`config.mk`:
```
export PLATFORM = sky130hd
export DESIGN_NAME = resv_monitor
export DESIGN_NICKNAME = d
export VERILOG_FILES = /design/src/rtl/resv_pkg.sv /design/src/rtl/resv_ctrl.sv /design/src/rtl/resv_dpath.sv /design/src/rtl/resv_monitor.sv
export SDC_FILE = /design/constraint.sdc
export NUM_CORES = 1
export LEC_CHECK = 0
export ABC_AREA = 1
export BUFFER_PORTS_ARGS = -buffer_cell sky130_fd_sc_hd__buf_4
export CORE_MARGIN = 5
export CORE_UTILIZATION = 45
export CTS_BUF_LIST = sky130_fd_sc_hd__clkbuf_2
export DETAILED_ROUTE_END_ITERATION = 16
export GPL_ROUTABILITY_DRIVEN = 0
export PLACE_DENSITY = 0.85
export SYNTH_ARGS = -nofsm -noshare
export SYNTH_HDL_FRONTEND = slang
export SYNTH_SLANG_ARGS = --single-unit
```
`constraint.sdc`:
```
create_clock -name clk -period 1.7 [get_ports clk]
set_input_delay 0.34 -clock clk [delete_from_list [all_inputs] [get_ports clk]]
set_output_delay 0.34 -clock clk [all_outputs]
set_load 0.02 [all_outputs]
```
`src/rtl/resv_pkg.sv`:
```
package resv_pkg;

  typedef enum logic [2:0] {
    OP_LOAD  = 3'd0,
    OP_STORE = 3'd1,
    OP_LRSV  = 3'd2,
    OP_SCOND = 3'd3,
    OP_MULTI = 3'd4
  } op_e;

  // strobes from control to datapath
  typedef struct packed {
    logic setResv;    // aligned load-reserve: capture line
    logic scAttempt;  // aligned conditional store: consume reservation
  } ctrl_strobe_t;

endpackage

```
`src/rtl/resv_ctrl.sv`:
```
module resv_ctrl
  import resv_pkg::*;
(
  input  logic         clk,
  input  logic         rstN,
  input  logic         reqValid,
  input  logic [2:0]   reqOp,
  input  logic [1:0]   reqSize,
  input  logic [2:0]   addrLow,
  input  logic         reqLittle,
  input  logic         reqCacheable,
  input  logic         reqMiss,
  input  logic         scPass,
  output ctrl_strobe_t strobe,
  output logic         scDone,
  output logic         scSuccess,
  output logic         alignExc,
  output logic         busReq,
  output logic         busAttr
);

  logic isLr, isSc, isScalar, isMulti, isReserved;
  logic wordMis, scalarMis, alignFault, busIssue;

  assign isLr       = reqValid && (reqOp == OP_LRSV);
  assign isSc       = reqValid && (reqOp == OP_SCOND);
  assign isScalar   = reqValid && ((reqOp == OP_LOAD) || (reqOp == OP_STORE));
  assign isMulti    = reqValid && (reqOp == OP_MULTI);
  assign isReserved = isLr || isSc;

  assign wordMis = |addrLow[1:0];

  always_comb begin
    case (reqSize)
      2'd0:    scalarMis = 1'b0;
      2'd1:    scalarMis = addrLow[0];
      2'd2:    scalarMis = |addrLow[1:0];
      default: scalarMis = |addrLow;
    endcase
  end

  // reserved ops fault in either byte order; little-endian adds scalar and multi rules
  assign alignFault = (isReserved && wordMis)
                    || (reqLittle && isMulti)
                    || (reqLittle && isScalar && scalarMis);

  always_comb begin
    strobe           = '0;
    strobe.setResv   = isLr && !wordMis;
    strobe.scAttempt = isSc && !wordMis;
  end

  assign busIssue = (strobe.setResv || strobe.scAttempt) && (reqMiss || !reqCacheable);

  always_ff @(posedge clk) begin
    if (!rstN) begin
      scDone    <= 1'b0;
      scSuccess <= 1'b0;
      alignExc  <= 1'b0;
      busReq    <= 1'b0;
      busAttr   <= 1'b0;
    end else begin
      scDone    <= strobe.scAttempt;
      scSuccess <= strobe.scAttempt && scPass;
      alignExc  <= alignFault;
      busReq    <= busIssue;
      // cacheable misses never carry the reservation attribute
      busAttr   <= busIssue && !reqCacheable;
    end
  end

endmodule

```
`src/rtl/resv_dpath.sv`:
```
module resv_dpath
  import resv_pkg::*;
#(
  parameter int LINE_W = 28
) (
  input  logic              clk,
  input  logic              rstN,
  input  ctrl_strobe_t      strobe,
  input  logic [LINE_W-1:0] reqLine,
  input  logic              snoopValid,
  input  logic              snoopWrite,
  input  logic              snoopFromComm,
  input  logic [LINE_W-1:0] snoopLine,
  input  logic              cancelA,
  input  logic              cancelB,
  output logic              resvValid,
  output logic              scPass
);

  logic [LINE_W-1:0] resvLine;
  logic              reqHit, snoopHit, killResv;

  assign reqHit   = (reqLine == resvLine);
  assign snoopHit = snoopValid && snoopWrite && snoopFromComm && (snoopLine == resvLine);
  assign killResv = cancelA || cancelB || (resvValid && snoopHit);

  // a kill in the same cycle wins over the store
  assign scPass = resvValid && reqHit && !killResv;

  always_ff @(posedge clk) begin
    if (!rstN) begin
      resvValid <= 1'b0;
      resvLine  <= '0;
    end else if (strobe.setResv) begin
      resvValid <= 1'b1;
      resvLine  <= reqLine;
    end else if (strobe.scAttempt || killResv) begin
      resvValid <= 1'b0;
    end
  end

endmodule

```
`src/rtl/resv_monitor.sv`:
```
module resv_monitor
  import resv_pkg::*;
#(
  parameter int ADDR_W     = 32,
  parameter int LINE_BYTES = 16
) (
  input  logic              clk,
  input  logic              rstN,
  input  logic              reqValid,
  input  logic [2:0]        reqOp,
  input  logic [1:0]        reqSize,
  input  logic [ADDR_W-1:0] reqAddr,
  input  logic              reqLittle,
  input  logic              reqCacheable,
  input  logic              reqMiss,
  input  logic              snoopValid,
  input  logic              snoopWrite,
  input  logic              snoopFromComm,
  input  logic [ADDR_W-1:0] snoopAddr,
  input  logic              cancelA,
  input  logic              cancelB,
  output logic              resvValid,
  output logic              scDone,
  output logic              scSuccess,
  output logic              alignExc,
  output logic              busReq,
  output logic              busAttr
);

  localparam int OFF_W  = $clog2(LINE_BYTES);
  localparam int LINE_W = ADDR_W - OFF_W;

  ctrl_strobe_t strobe;
  logic         scPass;

  resv_ctrl uCtrl (
    .clk          (clk),
    .rstN         (rstN),
    .reqValid     (reqValid),
    .reqOp        (reqOp),
    .reqSize      (reqSize),
    .addrLow      (reqAddr[2:0]),
    .reqLittle    (reqLittle),
    .reqCacheable (reqCacheable),
    .reqMiss      (reqMiss),
    .scPass       (scPass),
    .strobe       (strobe),
    .scDone       (scDone),
    .scSuccess    (scSuccess),
    .alignExc     (alignExc),
    .busReq       (busReq),
    .busAttr      (busAttr)
  );

  resv_dpath #(.LINE_W(LINE_W)) uDpath (
    .clk           (clk),
    .rstN          (rstN),
    .strobe        (strobe),
    .reqLine       (reqAddr[ADDR_W-1:OFF_W]),
    .snoopValid    (snoopValid),
    .snoopWrite    (snoopWrite),
    .snoopFromComm (snoopFromComm),
    .snoopLine     (snoopAddr[ADDR_W-1:OFF_W]),
    .cancelA       (cancelA),
    .cancelB       (cancelB),
    .resvValid     (resvValid),
    .scPass        (scPass)
  );

endmodule

```
[Word-level counts from Yosys, hierarchy flattened]
Cells that the tools add are included.
Word-level totals
  memory bits (writable): 0
  output and inout port bits: 6
  bits in read-only memories: 0
  register bits after elaboration: 34
  word-level logic and storage cells: 54
  input port bits: 80
  memories kept: 0
  latch bits: 0
Cells by class
  order comparisons: 0
  shifts and indexed selects: 0
  bitwise operators: 0
  multiplexer cells: 3
  equality and inequality tests: 8
  multiply operators: 0
  reduce and logical (&&, ||, !) cells: 36
  $add $sub $neg: 0
  divide/modulo/power cells: 0
Operators by type and width (count)
  $eq 28x28->1: 2
  $logic_and 1x1->1: 19
  $logic_or 1x1->1: 9
  $eq 3x2->1 const B: 2
  $eq 3x1->1 const B: 1
  $eq 3x3->1 const B: 1
  $logic_not 1->1: 3
  $logic_not 3->1: 1
  $pmux 1 s3: 1
  $reduce_or 3->1: 1
  $eq 2x1->1 const B: 1
  $eq 2x2->1 const B: 1
  $logic_not 2->1: 1
  $mux 1: 2
  $reduce_bool 2->1: 1
  $reduce_or 2->1: 1

[Depth between registers and ports, before layout]
  word-level depth: 8
  mapped depth: 10
  mapped depth without buffers: 10

[By module]
A second synthesis with hierarchy kept.
Second synthesis, totals
  cell total of the unflattened synthesis: 306
  area, all modules: 2033.2 um^2
Modules (own cells, without submodules)
  resv_dpath: times used 1, area each 1767.9 um^2, sequential area each 580.6 um^2, cells an instance 265
  resv_ctrl: times used 1, area each 265.3 um^2, sequential area each 100.1 um^2, cells an instance 41

[Worst setup path before layout]
Ideal clock, no wire load.
  kind: input -> register
  from: in reqAddr[1]
  to: reg uDpath.resvLine[8]
  required time: 1.583 ns
  path buffers: 1
  cell stages on the path: 9
  setup slack: 0.450 ns
  library setup time: 0.117 ns
  arrival: 1.133 ns
  cell sequence: nor2_2 > nand2_1 > nor2_2 > inv_2 > nor2_8 > inv_4 > buf_6 > o21ai_1 > a21oi_1
Between the ends
  longest elaborated chain between the ends: 3
Ends and longest elaborated chain
  start, declared: line resv_monitor.sv:12  | input logic [ADDR_W-1:0] reqAddr,
  $reduce_or 2->1: line resv_ctrl.sv:31  | assign wordMis = |addrLow[1:0];
  $logic_not 1->1: line resv_ctrl.sv:49  | strobe.setResv = isLr && !wordMis;
  $logic_and 1x1->1: line resv_ctrl.sv:49
  end signal, assigned: line resv_dpath.sv:36  | resvLine <= reqLine;
  end, declared: line resv_dpath.sv:20  | logic [LINE_W-1:0] resvLine;
No other way between the ends.
A chain may end at the register's enable or synchronous reset.

[Final worst setup path]
  from: reg uDpath.resvLine[22]
  to: reg uDpath.resvValid
Between the ends
  longest elaborated chain between the ends: 6
Ends and longest elaborated chain
  $eq 28x28->1: line resv_dpath.sv:24  | assign snoopHit = snoopValid && snoopWrite && snoopFromComm && (snoopLine == resvLine);
  $logic_and 1x1->1: line resv_dpath.sv:24
  $logic_and 1x1->1: line resv_dpath.sv:25  | assign killResv = cancelA || cancelB || (resvValid && snoopHit);
  $logic_or 1x1->1: line resv_dpath.sv:25
  $logic_or 1x1->1: line resv_dpath.sv:37  | end else if (strobe.scAttempt || killResv) begin
  $reduce_bool 2->1 (no source line)
  end signal, assigned: line resv_dpath.sv:32  | resvValid <= 1'b0;
  end signal, assigned: line resv_dpath.sv:35  | resvValid <= 1'b1;
  end signal, assigned: line resv_dpath.sv:38  | resvValid <= 1'b0;
  end, declared: line resv_dpath.sv:16  | output logic resvValid,
No other way between the ends.

==> impl_metrics.prom <==
# TYPE chip_impl_metric gauge
chip_impl_metric{name="irDropWorstVdd",unit="mV"} 0.288
chip_impl_info{name="synth_ff_type",value="dfxtp_1"} 1
chip_impl_metric{name="fin_nets",unit=""} 461
chip_impl_metric{name="vias",unit=""} 2134
chip_impl_metric{name="holdBufCountCts",unit=""} 0
chip_impl_metric{name="storage_element_area",unit="um2"} 681
chip_impl_metric{name="wl_per_cell",unit="um"} 12.4
chip_impl_metric{name="cts.htree.levels",unit=""} 2
chip_impl_info{name="timing.critical_path.mode_cell",value="nand2_1"} 1
chip_impl_metric{name="synthDominantCellAreaShare",unit="%"} 32.8
chip_impl_metric{name="cts.repair_timing.setup_buffer_count",unit=""} 0
chip_impl_info{name="critical_path_class",value="register to register"} 1
chip_impl_metric{name="synth_warnings",unit=""} 0
chip_impl_metric{name="cts-buffers-inserted",unit=""} 5
chip_impl_metric{name="final_area",unit="um2"} 2750
chip_impl_metric{name="worst_slew_pin_slew",unit="ns"} 0.258
chip_impl_metric{name="min_path_cells",unit=""} 2
chip_impl_metric{name="final.setup_skew",unit="ns"} 0.0186
chip_impl_metric{name="synthesized_netlist_cell_count",unit=""} 299
chip_impl_metric{name="dp_worst_setup_slack",unit="ns"} 0.231
chip_impl_info{name="cts_tree",value="done"} 1
chip_impl_metric{name="fin_total_pwr",unit="mW"} 1.52
chip_impl_metric{name="clkPwrFrac",unit="%"} 25.5
chip_impl_metric{name="grt_start_max_net_pins",unit=""} 23
chip_impl_metric{name="report.final.slew_viol_count",unit=""} 0
chip_impl_info{name="synth_top_cells_by_count",value="61 x nand2_1, 43 x nor2_1, 35 x inv_1"} 1
chip_impl_metric{name="post_synth_num_cell_types",unit=""} 28
chip_impl_metric{name="die_y",unit="um"} 77.9
chip_impl_metric{name="sequential_share_of_the_synthesized_area",unit="%"} 32.8
chip_impl_metric{name="max_freq",unit="GHz"} 0.768
chip_impl_metric{name="core_area",unit="um2"} 4410
chip_impl_metric{name="period_share",unit="%"} 76.6
chip_impl_metric{name="synthesis.area",unit="um2"} 2070
chip_impl_metric{name="internal_power",unit="mW"} 1.08
chip_impl_metric{name="cts_resized",unit=""} 0
chip_impl_info{name="critical-path-slowest-cell",value="dfxtp_1"} 1
chip_impl_metric{name="net_switching_power",unit="uW"} 436
chip_impl_metric{name="crit_fanout",unit=""} 3
chip_impl_metric{name="fillCellCount",unit=""} 427
chip_impl_metric{name="clk_transition_reported_paths",unit="ns"} 0.19
chip_impl_metric{name="maximum_capacitance_violations",unit=""} 0
chip_impl_metric{name="combPwrFrac",unit="%"} 20.6
chip_impl_metric{name="arrival",unit="ns"} 1.58
chip_impl_metric{name="drtIter0Drc",unit=""} 104
chip_impl_metric{name="layout.core_utilization",unit="%"} 62.3
chip_impl_metric{name="total_leakage_power",unit="nW"} 1.30
chip_impl_info{name="path_delay_family",value="simple AND/OR/NAND/NOR gates"} 1
chip_impl_info{name="endpoint_type_of_the_worst_setup_path",value="register"} 1
chip_impl_metric{name="grt_pass1_wl",unit="um"} 8940
chip_impl_metric{name="synth_enable_flop_cells",unit=""} 0
chip_impl_metric{name="die_w",unit="um"} 77.9
chip_impl_metric{name="placementRows",unit=""} 24
chip_impl_metric{name="share_seq_of_total_power",unit="%"} 54.0
chip_impl_info{name="rsz0062_at_grt",value="no"} 1
chip_impl_metric{name="place_inst",unit=""} 426
chip_impl_metric{name="drive_gt1_share",unit="%"} 29.3
chip_impl_metric{name="port-buffer-count",unit=""} 80
chip_impl_info{name="timing.critical_path.cells",value="xnor2_1 > nand2_1 > nor2_1 > nand2_1 > nor2_1 > nand2_1 > nand3_1 > a21oi_2"} 1
chip_impl_metric{name="worstRegToRegCells",unit=""} 8
chip_impl_metric{name="reg2reg_setup_slack",unit="ns"} 0.40
chip_impl_metric{name="worst_setup_slack_after_layout",unit="ns"} 0.398
chip_impl_info{name="outcome",value="finished clean"} 1
chip_impl_metric{name="switching_share_of_power",unit="%"} 28.8
chip_impl_metric{name="timing.critical_path.required",unit="ns"} 1.98
chip_impl_info{name="leading_post_synthesis_cells_by_cell_area",value="dfxtp_1 33%, nand2_1 11%, xnor2_1 8.4%, nor2_1 7.8%, inv_1 6.3%"} 1
chip_impl_info{name="setup.worst_path.start_class",value="register"} 1
chip_impl_metric{name="synth_async_sr_flop_share",unit="%"} 0
chip_impl_metric{name="first_pass_iters",unit=""} 4
chip_impl_metric{name="synth.avg_cell_area",unit="um2"} 6.93
chip_impl_metric{name="diodes",unit=""} 0
chip_impl_metric{name="fin_hold_ws",unit="ns"} 0.103
chip_impl_metric{name="route.detailed.drc",unit=""} 0
chip_impl_metric{name="postRouteAntennaNets",unit=""} 0
chip_impl_metric{name="postSynthNetCount",unit=""} 379
chip_impl_metric{name="floorplan.die_area",unit="um2"} 6060
chip_impl_metric{name="power_density",unit="nW/um2"} 551
chip_impl_metric{name="flow.area_growth_from_synthesis",unit="%"} 32.6
chip_impl_metric{name="wl",unit="um"} 5370
chip_impl_metric{name="fin_tns_setup",unit="ns"} 0
chip_impl_info{name="hold_path.startpoint",value="reqCacheable"} 1
chip_impl_metric{name="place.detailed.hpwl",unit="um"} 4340
chip_impl_info{name="cts.root.buffer_cell",value="clkbuf_2"} 1
chip_impl_metric{name="grt_remaining_overflow",unit=""} 0
chip_impl_metric{name="clkLatencyLatePin",unit="ns"} 0.39
chip_impl_metric{name="postSynthRegisterBits",unit=""} 34
chip_impl_info{name="r2r-start",value="uDpath.resvLine[22]"} 1
chip_impl_metric{name="grt_antenna_before_repair",unit=""} 0
chip_impl_metric{name="worst-path-buf-inv",unit=""} 0
chip_impl_metric{name="tritoncts_num_sinks",unit=""} 34
chip_impl_info{name="hold_class",value="primary input to register"} 1
chip_impl_metric{name="timing_hold_violations_final",unit=""} 0
chip_impl_metric{name="finalSetupViolations",unit=""} 0
chip_impl_info{name="timing.rr.end",value="uDpath.resvValid"} 1
chip_impl_info{name="worstHoldEndpoint",value="uCtrl.busAttr"} 1
chip_impl_metric{name="via_per_inst",unit=""} 4.92
chip_impl_metric{name="delay_contributed_by_the_slowest_stage_of_the_critical_path",unit="ns"} 0.42
chip_impl_info{name="yosysTopAreaCell",value="dfxtp_1"} 1
chip_impl_info{name="yosys.cell_count.top_type",value="nand2_1"} 1
chip_impl_metric{name="placed_cell_area",unit="um2"} 2710
chip_impl_metric{name="first_global_vias",unit=""} 2124
chip_impl_metric{name="period_needed",unit="ns"} 1.30
chip_impl_metric{name="groute.usage.overall",unit="%"} 18.1
chip_impl_metric{name="stdcell_count",unit=""} 434
chip_impl_metric{name="io_pins",unit=""} 86
chip_impl_metric{name="slew_headroom",unit="%"} 82.8
chip_impl_metric{name="clock_tree.buffer_depth",unit=""} 2
chip_impl_metric{name="start_util",unit="%"} 47.0
chip_impl_metric{name="multiInputGateArea",unit="um2"} 1190
==> state kept, by name, indices dropped and copies added (netlist names) <==
register,cells
uCtrl.scSuccess,1
uCtrl.busReq,1
uCtrl.alignExc,1
uCtrl.busAttr,1
uDpath.resvLine,28
uDpath.resvValid,1
uCtrl.scDone,1
==> worst register-to-register path, delay by kind of cell, from the launching register on <==
kind / cells / cell delay [ns]
xor gates and xnor gates: 1 / 0.13
AOI/OAI and AO/OA: 1 / 0.06
DFF: 1 / 0.42
and+or+nand+nor: 6 / 0.60
==> per-layer routing <==
layer  GRT usage (%)  part of all wire (%)  vias to the layer above
li1                -                     -                     1110
met1            20.8                    41                      946
met2            31.6                    49                       74
met3            5.44                   9.2                        4
met4            6.53                  0.67                        0
met5               0                     0                        -
==> how the worst max path moves through the flow <==
| stage | slack, ns | depth (start not counted) | end | startpoint |
|---|---|---|---|---|
| floorplan | 0.45 | 9 | uDpath.resvLine[8] | reqAddr[1] |
| global placement | 0.28 | 9 | uDpath.resvLine[14] | reqAddr[1] |
| detailed placement | 0.23 | 9 | uDpath.resvLine[14] | reqAddr[1] |
| CTS | 0.39 | 8 | uDpath.resvValid | uDpath.resvLine[22] |
| global route | 0.27 | 9 | uDpath.resvValid | uDpath.resvLine[7] |
| finish | 0.40 | 8 | uDpath.resvValid | uDpath.resvLine[22] |
==> cells in the final DEF (no fill, tap or decap), types with 2 or more instances in the layout <==
| cell | n |
|---|---|
| a21oi_1 | 14 |
| a21oi_2 | 12 |
| o21ai_1 | 12 |
| nor2_2 | 2 |
| buf_4 | 82 |
| nor3_1 | 4 |
| nand2_1 | 61 |
| o22ai_1 | 4 |
| o21ai_0 | 19 |
| xnor2_1 | 20 |
| or2_2 | 2 |
| nand3_1 | 6 |
| o21ai_2 | 2 |
| xor2_1 | 13 |
| dfxtp_1 | 34 |
| clkbuf_2 | 5 |
| inv_1 | 35 |
| nor2_1 | 43 |
==> power groups by stage <==
stage	Sequential, mW	Clock [mW]	Combinational [mW]
2_1_floorplan	0.834	0	0.131
3_3_place_gp	0.833	0	0.307
3_5_place_dp	0.834	0	0.313
4_1_cts	0.818	0.401	0.314
5_1_grt	0.820	0.429	0.345
6_report	0.818	0.386	0.312
==> final cells by class <==
| type | instances | share of cell area (%) |
|---|---|---|
| clock buffer | 5 | 0.910 |
| clock inverter | 3 | 0.591 |
| inverter | 37 | 5.14 |
| multi-input combinational | 220 | 43.1 |
| sequential | 34 | 24.7 |
| tap | 52 | 2.37 |
| timing repair buffer | 83 | 23.1 |
==> kinds of logic (layout without fill, tap and decap cells) <==
logic type | count (synthesis) | after routing | synth area share, %
buf+inv | 45 | 128 | 9.96
flops | 34 | 34 | 32.8
simple gates | 120 | 120 | 23.7
xor+xnor | 33 | 33 | 13.9
compound gates | 67 | 67 | 19.6
Power figures use the tool's default switching activity.
